## config.mk

```make
export PLATFORM = sky130hd
export DESIGN_NAME = nic_regbank
export DESIGN_NICKNAME = d
export VERILOG_FILES = /design/src/rtl/nic_regbank_pkg.sv /design/src/rtl/nic_cmd_unit.sv /design/src/rtl/nic_status_unit.sv /design/src/rtl/nic_cfg_regs.sv /design/src/rtl/nic_read_mux.sv /design/src/rtl/nic_regbank.sv
export SDC_FILE = /design/constraint.sdc
export NUM_CORES = 1
export LEC_CHECK = 0
export CELL_PAD_IN_SITES_DETAIL_PLACEMENT = 0
export CELL_PAD_IN_SITES_GLOBAL_PLACEMENT = 1
export CORE_AREA = 2 2 179 181
export CTS_CLUSTER_DIAMETER = 100
export DETAILED_ROUTE_END_ITERATION = 12
export DIE_AREA = 0 0 181 183
export PLACE_DENSITY_LB_ADDON = 0.15
export SYNTH_ARGS = -nofsm -noshare
export SYNTH_HDL_FRONTEND = slang
export SYNTH_SLANG_ARGS = --single-unit
```

## constraint.sdc

```tcl
create_clock -name clk -period 2.3 [get_ports clk]
set_input_delay 0.23 -clock clk [delete_from_list [all_inputs] [get_ports clk]]
set_output_delay 0.23 -clock clk [all_outputs]
set_load 0.02 [all_outputs]
```

## src/rtl/nic_regbank_pkg.sv

```systemverilog
package nic_regbank_pkg;

  localparam int OFF_W = 4;
  localparam int PAGE_W = 2;
  localparam int IDX_W = OFF_W + PAGE_W;

  // command register bit positions
  localparam int CMD_STOP  = 0;
  localparam int CMD_START = 1;
  localparam int CMD_XMIT  = 2;
  localparam int CMD_RRD   = 3;
  localparam int CMD_RWR   = 4;
  localparam int CMD_NODMA = 5;

  // status register bit positions
  localparam int ST_TXOK = 1;
  localparam int ST_RDC  = 6;
  localparam int ST_RST  = 7;

  localparam logic [7:0] CMD_RESET_VAL = 8'h01;
  localparam logic [7:0] ST_RESET_VAL  = 8'h80;
  localparam logic [7:0] ST_LIVE_MASK  = 8'h7F;
  localparam logic [7:0] TSR_DONE      = 8'h01;

  // effective register indices, {page, offset}
  localparam logic [IDX_W-1:0] IX_PSTART = 6'h01;
  localparam logic [IDX_W-1:0] IX_PSTOP  = 6'h02;
  localparam logic [IDX_W-1:0] IX_BND    = 6'h03;
  localparam logic [IDX_W-1:0] IX_TXPG   = 6'h04;
  localparam logic [IDX_W-1:0] IX_TCL    = 6'h05;
  localparam logic [IDX_W-1:0] IX_TCH    = 6'h06;
  localparam logic [IDX_W-1:0] IX_ST     = 6'h07;
  localparam logic [IDX_W-1:0] IX_RAL    = 6'h08;
  localparam logic [IDX_W-1:0] IX_RAH    = 6'h09;
  localparam logic [IDX_W-1:0] IX_RCL    = 6'h0A;
  localparam logic [IDX_W-1:0] IX_RCH    = 6'h0B;
  localparam logic [IDX_W-1:0] IX_RXC    = 6'h0C;
  localparam logic [IDX_W-1:0] IX_DCF    = 6'h0E;
  localparam logic [IDX_W-1:0] IX_MSK    = 6'h0F;
  localparam logic [IDX_W-1:0] IX_STN0   = 6'h11;
  localparam logic [IDX_W-1:0] IX_CUR    = 6'h17;
  localparam logic [IDX_W-1:0] IX_MC0    = 6'h18;
  localparam logic [IDX_W-1:0] IX_RSTART = 6'h21;
  localparam logic [IDX_W-1:0] IX_RSTOP  = 6'h22;

  function automatic logic [IDX_W-1:0] reg_index(input logic [PAGE_W-1:0] page,
                                                  input logic [OFF_W-1:0] off);
    return {page, off};
  endfunction

  // range test for page-pointer writes; allow_end accepts the limit itself
  function automatic logic page_fits(input logic [7:0] pg, input logic [7:0] end_pg,
                                     input logic allow_end);
    return allow_end ? (pg <= end_pg) : (pg < end_pg);
  endfunction

  function automatic logic [15:0] set_half(input logic [15:0] cur, input logic hi,
                                           input logic [7:0] b);
    return hi ? {b, cur[7:0]} : {cur[15:8], b};
  endfunction

  function automatic logic [7:0] next_status(input logic [7:0] cur, input logic [7:0] clr,
                                             input logic [7:0] set);
    return (cur & ~clr) | set;
  endfunction

endpackage

```

## src/rtl/nic_cmd_unit.sv

```systemverilog
module nic_cmd_unit
  import nic_regbank_pkg::*;
(
  input  logic        clk,
  input  logic        rst_n,
  input  logic        cmd_wr,
  input  logic [7:0]  wdata,
  input  logic [15:0] rcnt,
  input  logic [7:0]  tpsr,
  input  logic [15:0] tcnt,
  output logic [7:0]  cmd,
  output logic [7:0]  tsr,
  output logic        tx_req,
  output logic [7:0]  tx_page,
  output logic [15:0] tx_len,
  output logic        run_wr,
  output logic        rdc_hit,
  output logic        tx_fire
);

  logic [7:0] cmd_stored;

  assign run_wr  = cmd_wr && !wdata[CMD_STOP];
  assign rdc_hit = run_wr && (wdata[CMD_RRD] || wdata[CMD_RWR]) && (rcnt == 16'd0);
  assign tx_fire = run_wr && wdata[CMD_XMIT];

  always_comb begin
    cmd_stored = wdata;
    if (tx_fire) cmd_stored[CMD_XMIT] = 1'b0;
  end

  always_ff @(posedge clk or negedge rst_n) begin
    if (!rst_n) begin
      cmd     <= CMD_RESET_VAL;
      tsr     <= 8'h00;
      tx_req  <= 1'b0;
      tx_page <= 8'h00;
      tx_len  <= 16'h0000;
    end else begin
      tx_req <= tx_fire;
      if (cmd_wr) cmd <= cmd_stored;
      if (tx_fire) begin
        tx_page <= tpsr;
        tx_len  <= tcnt;
        tsr     <= TSR_DONE;
      end
    end
  end

endmodule

```

## src/rtl/nic_status_unit.sv

```systemverilog
module nic_status_unit
  import nic_regbank_pkg::*;
(
  input  logic       clk,
  input  logic       rst_n,
  input  logic       st_wr,
  input  logic       msk_wr,
  input  logic [7:0] wdata,
  input  logic [6:0] ev_set,
  input  logic       run_wr,
  input  logic       rdc_hit,
  input  logic       tx_fire,
  output logic [7:0] status,
  output logic [7:0] mask,
  output logic       irq
);

  logic [7:0] clr_bits;
  logic [7:0] set_bits;

  always_comb begin
    clr_bits = st_wr ? (wdata & ST_LIVE_MASK) : 8'h00;
    if (run_wr) clr_bits[ST_RST] = 1'b1;
    set_bits = {1'b0, ev_set};
    if (rdc_hit) set_bits[ST_RDC] = 1'b1;
    if (tx_fire) set_bits[ST_TXOK] = 1'b1;
  end

  always_ff @(posedge clk or negedge rst_n) begin
    if (!rst_n) begin
      status <= ST_RESET_VAL;
      mask   <= 8'h00;
    end else begin
      status <= next_status(status, clr_bits, set_bits);
      if (msk_wr) mask <= wdata;
    end
  end

  assign irq = |(status & mask & ST_LIVE_MASK);

endmodule

```

## src/rtl/nic_cfg_regs.sv

```systemverilog
module nic_cfg_regs
  import nic_regbank_pkg::*;
#(
  parameter logic [7:0] END_PAGE = 8'h80,
  parameter int STN_BYTES  = 6,
  parameter int HASH_BYTES = 8
) (
  input  logic                    clk,
  input  logic                    rst_n,
  input  logic                    wr,
  input  logic [IDX_W-1:0]        idx,
  input  logic [7:0]              wdata,
  output logic [7:0]              ring_start,
  output logic [7:0]              ring_stop,
  output logic [7:0]              ring_bnd,
  output logic [7:0]              ring_cur,
  output logic [7:0]              tpsr,
  output logic [15:0]             tcnt,
  output logic [15:0]             rdma_addr,
  output logic [15:0]             rdma_cnt,
  output logic [7:0]              rx_cfg,
  output logic [7:0]              data_cfg,
  output logic [8*STN_BYTES-1:0]  stn_addr,
  output logic [8*HASH_BYTES-1:0] mc_hash
);

  always_ff @(posedge clk or negedge rst_n) begin
    if (!rst_n) begin
      ring_start <= 8'h00;
      ring_stop  <= 8'h00;
      ring_bnd   <= 8'h00;
      ring_cur   <= 8'h00;
      tpsr       <= 8'h00;
      tcnt       <= 16'h0000;
      rdma_addr  <= 16'h0000;
      rdma_cnt   <= 16'h0000;
      rx_cfg     <= 8'h00;
      data_cfg   <= 8'h00;
    end else if (wr) begin
      unique case (idx)
        IX_PSTART: if (page_fits(wdata, END_PAGE, 1'b1)) ring_start <= wdata;
        IX_PSTOP:  if (page_fits(wdata, END_PAGE, 1'b1)) ring_stop  <= wdata;
        IX_BND:    if (page_fits(wdata, END_PAGE, 1'b0)) ring_bnd   <= wdata;
        IX_CUR:    if (page_fits(wdata, END_PAGE, 1'b0)) ring_cur   <= wdata;
        IX_TXPG:   tpsr      <= wdata;
        IX_TCL:    tcnt      <= set_half(tcnt, 1'b0, wdata);
        IX_TCH:    tcnt      <= set_half(tcnt, 1'b1, wdata);
        IX_RAL:    rdma_addr <= set_half(rdma_addr, 1'b0, wdata);
        IX_RAH:    rdma_addr <= set_half(rdma_addr, 1'b1, wdata);
        IX_RCL:    rdma_cnt  <= set_half(rdma_cnt, 1'b0, wdata);
        IX_RCH:    rdma_cnt  <= set_half(rdma_cnt, 1'b1, wdata);
        IX_RXC:    rx_cfg    <= wdata;
        IX_DCF:    data_cfg  <= wdata;
        default: ;
      endcase
    end
  end

  genvar g;
  generate
    for (g = 0; g < STN_BYTES; g++) begin : g_stn
      logic [7:0] byte_q;
      always_ff @(posedge clk or negedge rst_n) begin
        if (!rst_n) byte_q <= 8'h00;
        else if (wr && idx == IX_STN0 + IDX_W'(g)) byte_q <= wdata;
      end
      assign stn_addr[8*g +: 8] = byte_q;
    end
    for (g = 0; g < HASH_BYTES; g++) begin : g_hash
      logic [7:0] byte_q;
      always_ff @(posedge clk or negedge rst_n) begin
        if (!rst_n) byte_q <= 8'h00;
        else if (wr && idx == IX_MC0 + IDX_W'(g)) byte_q <= wdata;
      end
      assign mc_hash[8*g +: 8] = byte_q;
    end
  endgenerate

endmodule

```

## src/rtl/nic_read_mux.sv

```systemverilog
module nic_read_mux
  import nic_regbank_pkg::*;
#(
  parameter int STN_BYTES  = 6,
  parameter int HASH_BYTES = 8,
  parameter logic [7:0] ID_LO = 8'h50,
  parameter logic [7:0] ID_HI = 8'h43
) (
  input  logic [OFF_W-1:0]        off,
  input  logic [IDX_W-1:0]        idx,
  input  logic [7:0]              cmd,
  input  logic [7:0]              status,
  input  logic [7:0]              tsr,
  input  logic [7:0]              rx_stat,
  input  logic [7:0]              ring_start,
  input  logic [7:0]              ring_stop,
  input  logic [7:0]              ring_bnd,
  input  logic [7:0]              ring_cur,
  input  logic [15:0]             rdma_addr,
  input  logic [8*STN_BYTES-1:0]  stn_addr,
  input  logic [8*HASH_BYTES-1:0] mc_hash,
  output logic [7:0]              rdata
);

  always_comb begin
    rdata = 8'h00;
    if (off == '0) begin
      rdata = cmd;
    end else begin
      unique case (idx)
        IX_BND:         rdata = ring_bnd;
        IX_TXPG:        rdata = tsr;
        IX_ST:          rdata = status;
        IX_RAL:         rdata = rdma_addr[7:0];
        IX_RAH:         rdata = rdma_addr[15:8];
        IX_RCL:         rdata = ID_LO;
        IX_RCH:         rdata = ID_HI;
        IX_RXC:         rdata = rx_stat;
        IX_CUR:         rdata = ring_cur;
        IX_RSTART:      rdata = ring_start;
        IX_RSTOP:       rdata = ring_stop;
        default: begin
          for (int k = 0; k < STN_BYTES; k++)
            if (idx == IX_STN0 + IDX_W'(k)) rdata = stn_addr[8*k +: 8];
          for (int k = 0; k < HASH_BYTES; k++)
            if (idx == IX_MC0 + IDX_W'(k)) rdata = mc_hash[8*k +: 8];
        end
      endcase
    end
  end

endmodule

```

## src/rtl/nic_regbank.sv

```systemverilog
module nic_regbank
  import nic_regbank_pkg::*;
#(
  parameter logic [7:0] END_PAGE = 8'h80,
  parameter int STN_BYTES  = 6,
  parameter int HASH_BYTES = 8,
  parameter logic [7:0] ID_LO = 8'h50,
  parameter logic [7:0] ID_HI = 8'h43
) (
  input  logic                    clk,
  input  logic                    rst_n,
  input  logic                    host_wr,
  input  logic [3:0]              host_addr,
  input  logic [7:0]              host_wdata,
  output logic [7:0]              host_rdata,
  input  logic [6:0]              ev_set,
  input  logic [7:0]              rx_stat,
  output logic                    irq,
  output logic                    tx_req,
  output logic [7:0]              tx_page,
  output logic [15:0]             tx_len,
  output logic [7:0]              ring_start,
  output logic [7:0]              ring_stop,
  output logic [7:0]              ring_bnd,
  output logic [7:0]              ring_cur,
  output logic [15:0]             rdma_addr,
  output logic [15:0]             rdma_cnt,
  output logic [7:0]              rx_cfg,
  output logic [7:0]              data_cfg,
  output logic [8*STN_BYTES-1:0]  stn_addr,
  output logic [8*HASH_BYTES-1:0] mc_hash
);

  // internal events and state, named for the checker
  logic [7:0]       cmd_v;
  logic [7:0]       isr_v;
  logic [7:0]       imr_v;
  logic [7:0]       tsr_v;
  logic [7:0]       tpsr_v;
  logic [15:0]      tcnt_v;
  logic [IDX_W-1:0] idx_v;
  logic             cmd_wr_v;
  logic             reg_wr_v;
  logic             run_wr_v;
  logic             rdc_hit_v;
  logic             tx_fire_v;

  assign idx_v    = reg_index(cmd_v[7:6], host_addr);
  assign cmd_wr_v = host_wr && (host_addr == '0);
  assign reg_wr_v = host_wr && (host_addr != '0);

  nic_cmd_unit u_cmd (
    .clk     (clk),
    .rst_n   (rst_n),
    .cmd_wr  (cmd_wr_v),
    .wdata   (host_wdata),
    .rcnt    (rdma_cnt),
    .tpsr    (tpsr_v),
    .tcnt    (tcnt_v),
    .cmd     (cmd_v),
    .tsr     (tsr_v),
    .tx_req  (tx_req),
    .tx_page (tx_page),
    .tx_len  (tx_len),
    .run_wr  (run_wr_v),
    .rdc_hit (rdc_hit_v),
    .tx_fire (tx_fire_v)
  );

  nic_status_unit u_status (
    .clk     (clk),
    .rst_n   (rst_n),
    .st_wr   (reg_wr_v && idx_v == IX_ST),
    .msk_wr  (reg_wr_v && idx_v == IX_MSK),
    .wdata   (host_wdata),
    .ev_set  (ev_set),
    .run_wr  (run_wr_v),
    .rdc_hit (rdc_hit_v),
    .tx_fire (tx_fire_v),
    .status  (isr_v),
    .mask    (imr_v),
    .irq     (irq)
  );

  nic_cfg_regs #(
    .END_PAGE   (END_PAGE),
    .STN_BYTES  (STN_BYTES),
    .HASH_BYTES (HASH_BYTES)
  ) u_cfg (
    .clk        (clk),
    .rst_n      (rst_n),
    .wr         (reg_wr_v),
    .idx        (idx_v),
    .wdata      (host_wdata),
    .ring_start (ring_start),
    .ring_stop  (ring_stop),
    .ring_bnd   (ring_bnd),
    .ring_cur   (ring_cur),
    .tpsr       (tpsr_v),
    .tcnt       (tcnt_v),
    .rdma_addr  (rdma_addr),
    .rdma_cnt   (rdma_cnt),
    .rx_cfg     (rx_cfg),
    .data_cfg   (data_cfg),
    .stn_addr   (stn_addr),
    .mc_hash    (mc_hash)
  );

  nic_read_mux #(
    .STN_BYTES  (STN_BYTES),
    .HASH_BYTES (HASH_BYTES),
    .ID_LO      (ID_LO),
    .ID_HI      (ID_HI)
  ) u_rd (
    .off        (host_addr),
    .idx        (idx_v),
    .cmd        (cmd_v),
    .status     (isr_v),
    .tsr        (tsr_v),
    .rx_stat    (rx_stat),
    .ring_start (ring_start),
    .ring_stop  (ring_stop),
    .ring_bnd   (ring_bnd),
    .ring_cur   (ring_cur),
    .rdma_addr  (rdma_addr),
    .stn_addr   (stn_addr),
    .mc_hash    (mc_hash),
    .rdata      (host_rdata)
  );

endmodule

```

==> results by group <==
Critical path
  • Reg2reg end: u_cfg.g_hash[4].byte_q[2]
  • Crit path buffers/inverters: 3
  • CP max FO: 7
  • Startpoint Class: register
  • Slowest CP cell: or4bb_1
  • Arr. time, crit path: about 2700 ps
  • CP required: 2070 ps
  • Worst R2R Path Depth: 10
  • WS Path Type: register to output port
  • Cell family with most CP delay: compound AO/OA/AOI/OAI gates
  • CP Capture Type: output port
  • Critical Path Most Common Cell: buf_6
  • FF-to-FF Start: u_cmd.cmd[7]
  • Reg-to-reg setup timing slack: around 60 ps
  • Delay of the slowest critical-path stage: 490 ps
  • Crit-path cells: buf_6, buf_6, or4bb_1, a21oi_2, nor3_4, o2111ai_1, a21oi_1, o32a_1, buf_2

GRT
  • Antenna violations before repair: 0
  • GR Util All Layers: 25.3%
  • Grt ovf: 0
  • Routing usage on met2: 40.8%
  • Vias in the first global route: between 10000 and 15000
  • First-pass GRT wire length: around 64000 µm
  • Met3 GRT Util: around 3.7%
  • Largest net degree at the start of global routing: 70
  • GR Util met1: between 30% and 40%
  • GRT busiest layer: met2

STA
  • Setup WS post-layout: -655 ps
  • Final min period: 2950 ps
  • Worst-margin pin slew: roughly 630 ps
  • Fmax: ~340 MHz
  • Max-slew headroom: roughly three fifths
  • Final-report hold violation count: 0
  • Hold WS: approximately 230 ps
  • Final setup violation count: 8
  • Final worst-path cycle share: 128%
  • Max-slew violation count: 0
  • Final Skew: 12.1 ps
  • RSZ-0062 raised after global routing: yes

Status
  • Failing checks: setup timing
  • Status: finished, violations left

Floorplanning
  • Core box area: between 30000 and 40000 µm²
  • # IOs: roughly 260
  • Total Die Area: ~33000 µm²
  • Starting Density: between 30 and 40%
  • Row cnt: 65
  • Die W: around 180 µm
  • Die height: ~180 µm

Synthesis
  • Post-synthesis register bit count: between 200 and 300
  • Mapped Avg Cell Area: 12.7 µm²
  • Synth cell types: 76
  • Sequential area share after synthesis: about 54%
  • Synth async-reset ratio: 100%
  • Leading register cell type out of synthesis: dfrtp_1
  • Synthesized cell area: ~12000 µm²
  • EDFF count, synth: 0
  • Synth Instances: between 900 and 1000
  • Net Count, Synth: roughly 1000
  • Synth Warn #: 0

Drt
  • DR iter-0 viols: roughly 780
  • Antenna Violating Nets Remaining: 0
  • Residual DRC count: 0
  • Drt pass-1 iters: 5
  • Wirelength per Cell: around 23 µm
  • Wirelength, routed: 42400 µm
  • DR vias: 9977
  • Number of vias per cell: between 5 and 6

Clocking
  • CTS Root Buffer Type: clkbuf_16
  • Htree depth: 1
  • Worst-path clk slew: about 60 ps
  • Total CTS buffers: 29
  • Clk sink count: ~270
  • Later-pin clock latency in the skew report: 560 ps
  • CTS tree: yes
  • Maximum clock path buffer count: 3

Final layout
  • Core Util, Final: between 50% and 60%
  • Final #Nets: 1428
  • Commonest non-fill, non-tap cell in the layout: dfrtp_1
  • # fillers: 2668
  • Area delta synth->final: 47.2%
  • Ant diodes: 0
  • Most frequent cells in the layout: 261 x dfrtp_1, 243 x clkdlybuf4s50_1, 234 x mux2_2, 179 x buf_4, 66 x nand2_1
  • Share of cells above drive strength 1: between 40 and 50%

Run
  • Max_cap viols: 0

Placed design
  • Dpl hpwl: approximately 30000 µm
  • Placer Congestion: between 0.9 and 1
  • Number of I/O port buffers: approximately 260

Power and ir drop
  • Pwr Density: ~860 nW/µm²
  • Peak VDD IR: between 0.0004 and 0.0005 V
  • Leakage: 8.12 nW

Hold path
  • Min-Delay Path Depth: 2
  • Min-delay src: ev_set[3]
  • Hold Path Sink: u_status.status[3]
  • Min-delay worst type: input port to register
how the worst max path moves through the flow:
stage	from	endpoint	slack [ps]	depth (start not counted)
6_report	u_cmd.cmd[7]	host_rdata[5]	-650	9
5_1_grt	u_cmd.cmd[7]	host_rdata[5]	-740	9
4_1_cts	u_cmd.cmd[7]	host_rdata[5]	-650	9
3_5_place_dp	host_addr[3]	host_rdata[0]	-910	8
3_3_place_gp	host_addr[2]	host_rdata[0]	-850	10
2_1_floorplan	u_cmd.cmd[6]	host_rdata[6]	150	7
cell families after synthesis:
group           synth area share, %
mux                            24.0
flops                          53.8
compound gates                 9.03
simple gates                   9.94
buf+inv                        3.28
registers in the layout (all words and copies together) (netlist names), 7 cells and up:
signal / count
u_cfg.data_cfg: 8
u_cfg.g_hash.byte_q: 64
u_cfg.g_stn.byte_q: 48
u_cfg.rdma_addr: 16
u_cfg.rdma_cnt: 16
u_cfg.ring_bnd: 8
u_cfg.ring_cur: 8
u_cfg.ring_start: 8
u_cfg.ring_stop: 8
u_cfg.rx_cfg: 8
u_cfg.tcnt: 16
u_cfg.tpsr: 8
u_cmd.cmd: 8
u_cmd.tx_len: 16
u_cmd.tx_page: 8
u_status.mask: 7
u_status.status: 8
per-stage QoR:
| stage | instances | setup WS [ps] | total power [W] | instance area (µm²) | setup TNS, ps |
|---|---|---|---|---|---|
| 3_5_place_dp | 1757 | -914 | 0.0109 | 16800 | -32860 |
| 3_3_place_gp | 1757 | -849 | 0.0109 | 16800 | -31330 |
| 6_report | 1823 | -655 | 0.0156 | 18100 | -4440 |
| 2_1_floorplan | 969 | 153 | 0.00827 | 12300 | 0 |
| 4_1_cts | 1821 | -654 | 0.0157 | 18000 | -4340 |
| 5_1_grt | 1823 | -742 | 0.0163 | 18100 | -5100 |
cells in the mapped netlist (8+ instances only):
| cell | count | area share, % |
|---|---|---|
| buf_2 | 20 | 0.81 |
| o22ai_1 | 8 | 0.41 |
| a22oi_1 | 18 | 1.1 |
| nand2_1 | 67 | 2.0 |
| mux2i_1 | 15 | 1.2 |
| nor2_2 | 9 | 0.46 |
| a22o_1 | 8 | 0.57 |
| nor2_1 | 17 | 0.52 |
| nor3_1 | 9 | 0.37 |
| clkbuf_1 | 37 | 1.1 |
| dfrtp_1 | 263 | 53 |
| nand4_1 | 8 | 0.41 |
| nor2b_1 | 10 | 0.51 |
| o21ai_0 | 44 | 1.8 |
| mux2_2 | 242 | 22 |
| buf_4 | 10 | 0.61 |
| nand3_1 | 19 | 0.77 |
| a21oi_1 | 25 | 1.0 |
| nand2b_1 | 8 | 0.41 |
routing by layer:
metal	share of wire [%]	up-vias
met1	45	5132
met5	0	-
met2	47	336
met3	5.4	66
li1	-	4443
met4	2.3	0
layout make-up:
cell class	count	area [µm²]	share of cell area (%)
clock buffers	48	897	4.94
well taps	402	503	2.77
multi-input cells	625	5530	30.5
repair buffers	471	4500	24.8
flip-flops and latches	265	6640	36.6
inverters	6	22.5	0.124
clock inverters	6	61.3	0.338
worst reg2reg max path, cell delays in order, from the launching register on:
cell and delay [ps]:
dfrtp_2 450, buf_6 150, nand2b_4 140, buf_6 110, or2_4 260, buf_6 130, buf_6 110, buf_6 130
nor3_4 150, buf_12 180, mux2_4 310
report_power, final:
group | leakage [nW] | total (W) | internal (W) | switching [W]
Clock | 0.470 | 0.00465 | 0.00275 | 0.00190
Sequential | 3.42 | 0.00623 | 0.00552 | 0.000708
Combinational | 4.23 | 0.00476 | 0.00249 | 0.00227
repair_timing:
| item | in CTS | in global routing |
|---|---|---|
| resized for setup | 90 | 31 |
| endpoints found under the hold margin | 61 | 0 |
| endpoints found under the setup margin | 9 | 32 |
| hold buffers | 1 | 0 |
| cloned | 1 | 0 |
| pin swaps | 21 | 13 |
| setup buffers | 8 | 3 |
Note: power is estimated with default switching activity, not from simulation.
